`config.mk`:
```
export PLATFORM = sky130hd
export DESIGN_NAME = ahb_resp_gen
export DESIGN_NICKNAME = d
export VERILOG_FILES = /design/src/rtl/ahb_resp_pkg.sv /design/src/rtl/resp_req_capture.sv /design/src/rtl/resp_wait_ctr.sv /design/src/rtl/resp_seq_fsm.sv /design/src/rtl/ahb_resp_gen.sv
export SDC_FILE = /design/constraint.sdc
export NUM_CORES = 1
export LEC_CHECK = 0
export CAP_MARGIN = 20
export CORE_AREA = 2 2 39 41
export DETAILED_ROUTE_END_ITERATION = 12
export DIE_AREA = 0 0 41 43
export PLACE_DENSITY = 0.73
export SYNTH_ARGS = -nofsm -noshare
export SYNTH_HDL_FRONTEND = slang
export SYNTH_SLANG_ARGS = --single-unit
```
`constraint.sdc`:
```
create_clock -name clk_i -period 2.8 [get_ports clk_i]
set_input_delay 0.56 -clock clk_i [delete_from_list [all_inputs] [get_ports clk_i]]
set_output_delay 0.56 -clock clk_i [all_outputs]
set_load 0.005 [all_outputs]
```
`src/rtl/ahb_resp_pkg.sv`:
```
package ahb_resp_pkg;

  typedef enum logic [1:0] {
    RESP_OKAY  = 2'd0,
    RESP_ERROR = 2'd1,
    RESP_RETRY = 2'd2,
    RESP_SPLIT = 2'd3
  } resp_e;

  typedef enum logic [1:0] {
    TR_IDLE   = 2'd0,
    TR_BUSY   = 2'd1,
    TR_NONSEQ = 2'd2,
    TR_SEQ    = 2'd3
  } trans_e;

  typedef enum logic [1:0] {
    PH_FREE  = 2'd0,
    PH_WAIT  = 2'd1,
    PH_FAIL1 = 2'd2,
    PH_FAIL2 = 2'd3
  } phase_e;

endpackage

```
`src/rtl/resp_req_capture.sv`:
```
module resp_req_capture
  import ahb_resp_pkg::*;
#(
  parameter int REQ_W    = 6,
  parameter int MAX_WAIT = 16,
  parameter int CNT_W    = $clog2(MAX_WAIT + 1)
) (
  input  logic             sel_i,
  input  logic [1:0]       trans_i,
  input  logic             ready_i,
  input  logic [REQ_W-1:0] wait_req_i,
  output logic             accept_o,
  output logic [CNT_W-1:0] wait_sat_o
);

  localparam int ReqMax = (1 << REQ_W) - 1;

  // address phase of a real transfer completes
  assign accept_o = ready_i && sel_i &&
                    ((trans_i == TR_NONSEQ) || (trans_i == TR_SEQ));

  generate
    if (ReqMax > MAX_WAIT) begin : g_sat
      always_comb begin
        if (wait_req_i > REQ_W'(MAX_WAIT)) wait_sat_o = CNT_W'(MAX_WAIT);
        else                               wait_sat_o = wait_req_i[CNT_W-1:0];
      end
    end else begin : g_pass
      assign wait_sat_o = CNT_W'(wait_req_i);
    end
  endgenerate

endmodule

```
`src/rtl/resp_wait_ctr.sv`:
```
module resp_wait_ctr #(
  parameter int CNT_W = 5
) (
  input  logic             clk_i,
  input  logic             rst_ni,
  input  logic             load_i,
  input  logic [CNT_W-1:0] load_val_i,
  input  logic             dec_i,
  output logic             last_o
);

  logic [CNT_W-1:0] cnt_q;

  always_ff @(posedge clk_i or negedge rst_ni) begin
    if (!rst_ni)                        cnt_q <= '0;
    else if (load_i)                    cnt_q <= load_val_i;
    else if (dec_i && cnt_q != '0)      cnt_q <= cnt_q - 1'b1;
  end

  assign last_o = (cnt_q == CNT_W'(1));

  // a decrement is only ever requested on a running count
  p_dec_nonzero_r5: assert property (@(posedge clk_i) disable iff (!rst_ni)
    dec_i && !load_i |-> cnt_q != '0);

endmodule

```
`src/rtl/resp_seq_fsm.sv`:
```
module resp_seq_fsm
  import ahb_resp_pkg::*;
#(
  parameter int CNT_W = 5
) (
  input  logic             clk_i,
  input  logic             rst_ni,
  input  logic             ready_i,
  input  logic             accept_i,
  input  logic [CNT_W-1:0] wait_i,
  input  logic [1:0]       code_i,
  input  logic             wait_last_i,
  output logic             ctr_load_o,
  output logic             ctr_dec_o,
  output logic             ready_o,
  output logic [1:0]       resp_o
);

  phase_e     ph_q, ph_d;
  logic [1:0] code_q;
  logic       fail_req;

  assign fail_req = (code_i != RESP_OKAY);

  always_comb begin
    ph_d      = ph_q;
    ctr_dec_o = 1'b0;
    if (accept_i) begin
      if (wait_i != '0) ph_d = PH_WAIT;
      else if (fail_req) ph_d = PH_FAIL1;
      else ph_d = PH_FREE;
    end else begin
      unique case (ph_q)
        PH_WAIT: begin
          ctr_dec_o = 1'b1;
          if (wait_last_i) ph_d = (code_q != RESP_OKAY) ? PH_FAIL1 : PH_FREE;
        end
        PH_FAIL1: ph_d = PH_FAIL2;
        PH_FAIL2: ph_d = PH_FREE;
        default:  ph_d = PH_FREE;
      endcase
    end
  end

  assign ctr_load_o = accept_i;

  always_ff @(posedge clk_i or negedge rst_ni) begin
    if (!rst_ni) begin
      ph_q   <= PH_FREE;
      code_q <= RESP_OKAY;
    end else begin
      ph_q <= ph_d;
      if (accept_i) code_q <= code_i;
    end
  end

  always_comb begin
    unique case (ph_q)
      PH_WAIT:  begin ready_o = 1'b0; resp_o = RESP_OKAY; end
      PH_FAIL1: begin ready_o = 1'b0; resp_o = code_q;    end
      PH_FAIL2: begin ready_o = 1'b1; resp_o = code_q;    end
      default:  begin ready_o = 1'b1; resp_o = RESP_OKAY; end
    endcase
  end

  p_fail_pair_r2: assert property (@(posedge clk_i) disable iff (!rst_ni)
    (resp_o != RESP_OKAY) && !ready_o |=> ready_o && (resp_o == $past(resp_o)));

  p_fail_close_r2: assert property (@(posedge clk_i) disable iff (!rst_ni)
    (resp_o != RESP_OKAY) && ready_o |=> (resp_o == RESP_OKAY) || !ready_o);

  p_first_low_r3: assert property (@(posedge clk_i) disable iff (!rst_ni)
    (resp_o != RESP_OKAY) && ($past(resp_o) == RESP_OKAY) |-> !ready_o);

  p_idle_zero_r4: assert property (@(posedge clk_i) disable iff (!rst_ni)
    ready_i && !accept_i |=> ready_o && (resp_o == RESP_OKAY));

  p_code_kept_r1: assert property (@(posedge clk_i) disable iff (!rst_ni)
    accept_i && (code_i != RESP_OKAY) |=> !ready_o);

endmodule

```
`src/rtl/ahb_resp_gen.sv`:
```
module ahb_resp_gen
  import ahb_resp_pkg::*;
#(
  parameter int REQ_W    = 6,
  parameter int MAX_WAIT = 16
) (
  input  logic             clk_i,
  input  logic             rst_ni,
  input  logic             sel_i,
  input  logic [1:0]       trans_i,
  input  logic             ready_i,
  input  logic [REQ_W-1:0] wait_req_i,
  input  logic [1:0]       resp_req_i,
  output logic             ready_o,
  output logic [1:0]       resp_o
);

  localparam int CNT_W = $clog2(MAX_WAIT + 1);

  logic             accept;
  logic [CNT_W-1:0] wait_sat;
  logic             ctr_load, ctr_dec, wait_last;

  resp_req_capture #(
    .REQ_W   (REQ_W),
    .MAX_WAIT(MAX_WAIT),
    .CNT_W   (CNT_W)
  ) u_capture (
    .sel_i     (sel_i),
    .trans_i   (trans_i),
    .ready_i   (ready_i),
    .wait_req_i(wait_req_i),
    .accept_o  (accept),
    .wait_sat_o(wait_sat)
  );

  resp_wait_ctr #(
    .CNT_W(CNT_W)
  ) u_wait_ctr (
    .clk_i     (clk_i),
    .rst_ni    (rst_ni),
    .load_i    (ctr_load),
    .load_val_i(wait_sat),
    .dec_i     (ctr_dec),
    .last_o    (wait_last)
  );

  resp_seq_fsm #(
    .CNT_W(CNT_W)
  ) u_seq (
    .clk_i      (clk_i),
    .rst_ni     (rst_ni),
    .ready_i    (ready_i),
    .accept_i   (accept),
    .wait_i     (wait_sat),
    .code_i     (resp_req_i),
    .wait_last_i(wait_last),
    .ctr_load_o (ctr_load),
    .ctr_dec_o  (ctr_dec),
    .ready_o    (ready_o),
    .resp_o     (resp_o)
  );

  // consecutive OKAY wait cycles seen on the outputs
  logic [CNT_W:0] run_q;
  always_ff @(posedge clk_i or negedge rst_ni) begin
    if (!rst_ni)                                 run_q <= '0;
    else if (!ready_o && resp_o == RESP_OKAY)    run_q <= (run_q == '1) ? run_q : run_q + 1'b1;
    else                                         run_q <= '0;
  end

  p_wait_cap_r9: assert property (@(posedge clk_i) disable iff (!rst_ni)
    run_q <= (CNT_W+1)'(MAX_WAIT));

  p_reset_idle_r7: assert property (@(posedge clk_i)
    !rst_ni |-> ready_o && (resp_o == RESP_OKAY));

  p_after_reset_r7: assert property (@(posedge clk_i)
    $rose(rst_ni) |-> ready_o && (resp_o == RESP_OKAY));

endmodule

```
==> impl_metrics.ini, run 1 <==
[outcome]
status = finished clean

[cells_and_area]
area_growth_pct = 33.40
final_area_um2 = 794.5
antenna_cells = 0
layout-drive-gt1-share = 0.1358
nets = 102

[clocking]
clk_latency_ns = 0.25
cts_tree = done
cts_resized = 0
ctsLongestPathBuffers = 2
cts_root_buf = clkbuf_4
path_clk_slew_ns = 0.06
holdBufCountCts = 0
clock-sinks = 9
htreeDepth = 1
postCtsSetupBuffers = 0
numCtsBuffers = 3

[yosys]
synth.largest_area_cell = dfrtp_1
avgSynthCellArea_um2 = 9.606
seq_area_frac_synth = 0.3782
yosysMostFrequentCell = dfrtp_1
synth_cell_types = 23
synth_top_area_frac = 0.3782
synthCells = 62
synth-seq-cells = 9
synth_edf_count = 0
synth_common_cells = dfrtp_1, a21oi_1, ha_1
netlist_top_cells_area = dfrtp_1, ha_1, a21oi_1, mux2_2, a31oi_1
synth_flop_cell = dfrtp_1
async_reset_ff_frac = 1.000
synth_warnings = 0
syn_nets = 82
synth_area_um2 = 595.6

[sta]
skew_ns = 0.004066
fin_crit_sh = 0.7676
tns_ns = 0
setup_violations = 0
fmax_ghz = 0.4653
period_needed_ns = 2.149
worst_pin_slew_ns = 0.4360
maxSlewViolCount = 0
hold_viol = 0
slew_headroom = 0.7082
setup_slack_ns = 0.6508
finalHoldWorstSlack_ns = 0.5395
rsz0062_at_grt = no

[floorplan]
io-pin-count = 17
row_count = 14
start_util = 0.4304
coreArea_um2 = 1384
die_h_um = 43
die_w_um = 41
dieArea_um2 = 1763

[global_routing]
antenna_found_initial = 0
first_global_vias = 453
grt_max_degree = 10
grt_use_total = 0.1606
gr-total-overflow = 0
grt_pass1_wl_mm = 1.876

[routing]
first_iter_violations = 2
vias = 512
ant_nets = 0
routedWlPerCell_um = 12.28
drt_pass1_iterations = 2
remaining_drc_errors = 0
avgViaCountPerCell = 5.278
wl_mm = 1.191

[power_and_ir_drop]
clkPwrFrac = 0.207
p_comb_frac = 0.363
powerDensity_nw_per_um2 = 580.0
power_leakage_nw = 0.3482
switching_share = 0.3292
internal_power_uw = 309.1
p_sw_uw = 151.7
p_seq_frac = 0.430
vdd_drop_max_mv = 0.3543

[setup_path]
worstPathArrival_ns = 1.59
worstSetupPathType = reg -> out
r2r-end = u_wait_ctr.cnt_q[1]$_DFFE_PN0P_
r2r_slack_ns = 1.24
r2r_cells = 5
crit_path_start_kind = flip-flop
end_kind = primary output
path_max_fanout = 3
critPathRequiredTime_ns = 2.24
r2r-start = u_seq.ph_q[1]$_DFFE_PN0P_

[hold_path]
worstHoldEndpoint = u_seq.code_q[0]$_DFFE_PN0P_
worstHoldStart = u_seq.code_q[0]$_DFFE_PN0P_
worstHoldPathCells = 1
hold_class = reg -> reg

[place]
postPlaceCellArea_um2 = 768.2
dpl_worst_slack_ns = 0.7820
io_buffer_count = 15
hpwl_um = 926.9
gp_congestion = 0.7225

[job]
drv_cap = 0
[metal layers]
layer / share of wire / global-route usage
met4: 0 / 0.04000
met5: 0 / 0
met2: 0.46 / 0.2406
met3: 0.046 / 0.07853
met1: 0.49 / 0.2000
[worst max path at each step]
stage / from / to / slack, ns / cells after the start
after floorplan: u_seq.ph_q[1]$_DFFE_PN0P_ / u_wait_ctr.cnt_q[1]$_DFFE_PN0P_ / 1.39 / 5
after global placement: trans_i[1] / u_seq.ph_q[1]$_DFFE_PN0P_ / 0.77 / 4
after detailed placement: trans_i[1] / u_seq.ph_q[1]$_DFFE_PN0P_ / 0.78 / 4
after CTS: u_seq.ph_q[0]$_DFFE_PN0P_ / resp_o[1] / 0.64 / 4
after global routing: u_seq.ph_q[0]$_DFFE_PN0P_ / resp_o[1] / 0.60 / 4
final: u_seq.ph_q[0]$_DFFE_PN0P_ / resp_o[1] / 0.65 / 4
[power groups by stage]
stage | Clock [mW] | Sequential, mW | Combinational (mW)
after floorplan | 0 | 0.192 | 0.120
after global routing | 0.109 | 0.204 | 0.185
after detailed placement | 0 | 0.199 | 0.166
final | 0.0953 | 0.198 | 0.167
after CTS | 0.101 | 0.197 | 0.169
after global placement | 0 | 0.199 | 0.160
[sequential cells by signal, indices dropped and copies added, names as in the netlist]
signal	cells
u_seq.code_q	2
u_seq.ph_q	2
u_wait_ctr.cnt_q	5
[cell type report]
class	count	area, µm²
multi-input cells	48	350.3
repair buffers	16	157.7
clock buffers	4	26.28
inverters	4	15.01
fillers	126	589.3
flip-flops and latches	9	225.2
well taps	16	20.02
[cell usage in the layout (no fill, tap or decap)]
master	netlist	routed
nor2_1	4	4
buf_4	0	1
nor3_1	2	2
a31oi_1	3	3
nand3_1	3	3
mux2_2	3	3
clkbuf_1	0	1
clkbuf_4	0	3
mux2i_1	1	1
dfrtp_1	9	9
o21a_1	2	2
xnor2_1	1	1
o21ai_0	3	3
a21oi_1	7	7
and2_1	1	1
o311ai_0	1	1
ha_1	6	6
a21oi_2	1	1
mux2_4	1	1
nor3_2	1	1
nand2_1	5	5
o2111ai_1	1	1
a21bo_4	1	1
clkdlybuf4s50_1	0	15
o22ai_1	1	1
inv_1	4	4
[metrics by stage]
step | cells | total power, mW | utilization
global route | 97 | 0.4976 | 0.5741
floorplan | 62 | 0.3127 | -
global placement | 93 | 0.3592 | 0.5552
finish | 97 | 0.4608 | 0.5741
detailed placement | 93 | 0.3650 | 0.5552
CTS | 97 | 0.4664 | 0.5741
[cell families (layout without fill, tap and decap cells)]
family / count (synthesis) / after routing / synth area share
mux: 5 / 5 / 0.09873
compound gates: 20 / 20 / 0.2227
fa+ha+maj: 6 / 6 / 0.1260
buf+inv: 5 / 24 / 0.03360
flops: 9 / 9 / 0.3782
xor+xnor: 1 / 1 / 0.01471
simple gates: 16 / 16 / 0.1260
[critical path: stages (launching register included)]
cell and delay, ns:
dfrtp_1 0.40, inv_1 0.12, ha_1 0.18, o21a_1 0.13, clkdlybuf4s50_1 0.50
(Power assumes the default switching activity.)
==> run 2, diff against run 1 <==
- CORE_AREA: 2 2 39 41 -> unset
- CORE_UTILIZATION: unset -> 45
- DIE_AREA: 0 0 41 43 -> unset
- clock period: 2.8 -> 2.2 ns (I/O delays scaled with it)
==> run 2 against run 1 <==
  * Clock-buffer cell count did not move
  * Cell area rose by 1.6%
  * Sequential power rose by 29%
  * Critical path type unchanged
  * Highest routed layer unchanged
==> impl_metrics.ini, run 2 (same netlist as run 1, synthesis figures left out) <==
[floorplan]
row_count = 12
die_w_um = 38.38
io-pin-count = 17
coreArea_um2 = 1171
start_util = 0.5085
dieArea_um2 = 1473
die_h_um = 38.38

[cells_and_area]
seq_area_um2 = 225.2
final_area_um2 = 807.0
antenna_cells = 0
final_common_cell = clkdlybuf4s50_1
layout_common_cells = clkdlybuf4s50_1, dfrtp_1, a21oi_1, ha_1, nand2_1
reg_top3 = u_wait_ctr.cnt_q x5, u_seq.code_q x2, u_seq.ph_q x2
final_util = 0.6891
multi_input_area_um2 = 350.3
largest_reg_flops = 5
largest_register = u_wait_ctr.cnt_q
fin_cells = 97
fill_cells = 100
nets = 104
layout-drive-gt1-share = 0.1566
area_growth_pct = 35.50

[sta]
setup_violations = 0
setup_slack_ns = 0.1886
fmax_ghz = 0.4972
hold_viol = 0
worst_pin_slew_ns = 0.4115
maxSlewViolCount = 0
rsz0062_at_grt = no
period_needed_ns = 2.011
skew_ns = 0.0008921
finalHoldWorstSlack_ns = 0.4736
slew_headroom = 0.7248
tns_ns = 0
fin_crit_sh = 0.9143

[global_routing]
gr-total-overflow = 0
first_global_vias = 503
antenna_found_initial = 0
grt_use_total = 0.2137
grt_pass1_wl_mm = 2.139
grt_max_degree = 10

[clocking]
cts_resized = 0
numCtsBuffers = 3
holdBufCountCts = 0
ctsLongestPathBuffers = 2
htreeDepth = 1
cts_root_buf = clkbuf_4
clock-sinks = 9
cts_tree = done
path_clk_slew_ns = 0.07
clk_latency_ns = 0.26
postCtsSetupBuffers = 0

[power_and_ir_drop]
p_sw_uw = 213.2
clkPwrFrac = 0.218
power_uw = 609.5
internal_power_uw = 396.3
vdd_drop_max_mv = 0.4726
p_seq_frac = 0.421
switching_share = 0.3497
power_leakage_nw = 0.3576
p_comb_frac = 0.361
powerDensity_nw_per_um2 = 755.2

[place]
dp.cells = 93
postPlaceCellArea_um2 = 780.7
io_buffer_count = 15
dpl_worst_slack_ns = 0.4389
gp_congestion = 0.6804
hpwl_mm = 1.101

[routing]
wl_mm = 1.386
avgViaCountPerCell = 5.629
vias = 546
first_iter_violations = 15
ant_nets = 0
routedWlPerCell_um = 14.29
drt_pass1_iterations = 4
remaining_drc_errors = 0

[setup_path]
critPathBufInv = 2
critPathRequiredTime_ns = 1.76
worstPathArrival_ns = 1.57
critPathMaxStageDelay_ns = 0.49
worstPathCellList = inv_1 > ha_1 > o21a_1 > clkdlybuf4s50_1
end_kind = primary output
crit_family = buffers and inverters
slowest_stage = clkdlybuf4s50_1
crit_path_start_kind = flip-flop
r2r-start = u_seq.ph_q[1]$_DFFE_PN0P_
path_max_fanout = 3
worstSetupPathType = reg -> out
crit_start = u_seq.ph_q[0]$_DFFE_PN0P_

[job]
drv_cap = 0

[outcome]
status = finished clean

[hold_path]
hold_class = in -> async
-- run 2: changes by cell type in the layout (fill, tap and decap cells not counted) --
cell | before | now
buf_4 | 1 | 3
-- run 2: area by class of cell --
class,count,area share
multi-input combinational,48,0.4341
sequential,9,0.2791
timing repair buffer,18,0.2140
clock buffer,4,0.03256
tap,14,0.02171
inverter,4,0.01860
-- run 2: path summary, 6_finish.rpt --
| check | to | slack [ns] | cells past startpoint |
|---|---|---|---|
| worst max-delay path | resp_o[1] | 0.19 | 4 |
| worst min-delay path | u_wait_ctr.cnt_q[2]$_DFFE_PN0P_ | 0.47 | 1 |
| worst max register to register | u_seq.ph_q[1]$_DFFE_PN0P_ | 0.60 | 6 |
| worst min register to register | u_seq.code_q[0]$_DFFE_PN0P_ | 0.54 | 1 |
| max in group asynchronous | u_seq.code_q[0]$_DFFE_PN0P_ | 1.44 | 1 |
| min in group clk_i | u_seq.code_q[0]$_DFFE_PN0P_ | 0.54 | 1 |
-- run 2: layer usage --
layer / part of all wire / vias to the layer above / global-route usage
met5: 0 / - / 0
met4: 0 / 0 / 0.05172
met3: 0.058 / 0 / 0.05233
met2: 0.48 / 20 / 0.3644
met1: 0.46 / 256 / 0.2691
li1: - / 270 / -
-- run 2: power groups by stage --
stage | sequential [mW] | clock (mW) | combinational, mW
detailed placement | 0.258 | 0 | 0.219
global route | 0.260 | 0.142 | 0.247
CTS | 0.254 | 0.133 | 0.221
floorplan | 0.245 | 0 | 0.153
global placement | 0.255 | 0 | 0.205
finish | 0.256 | 0.133 | 0.220
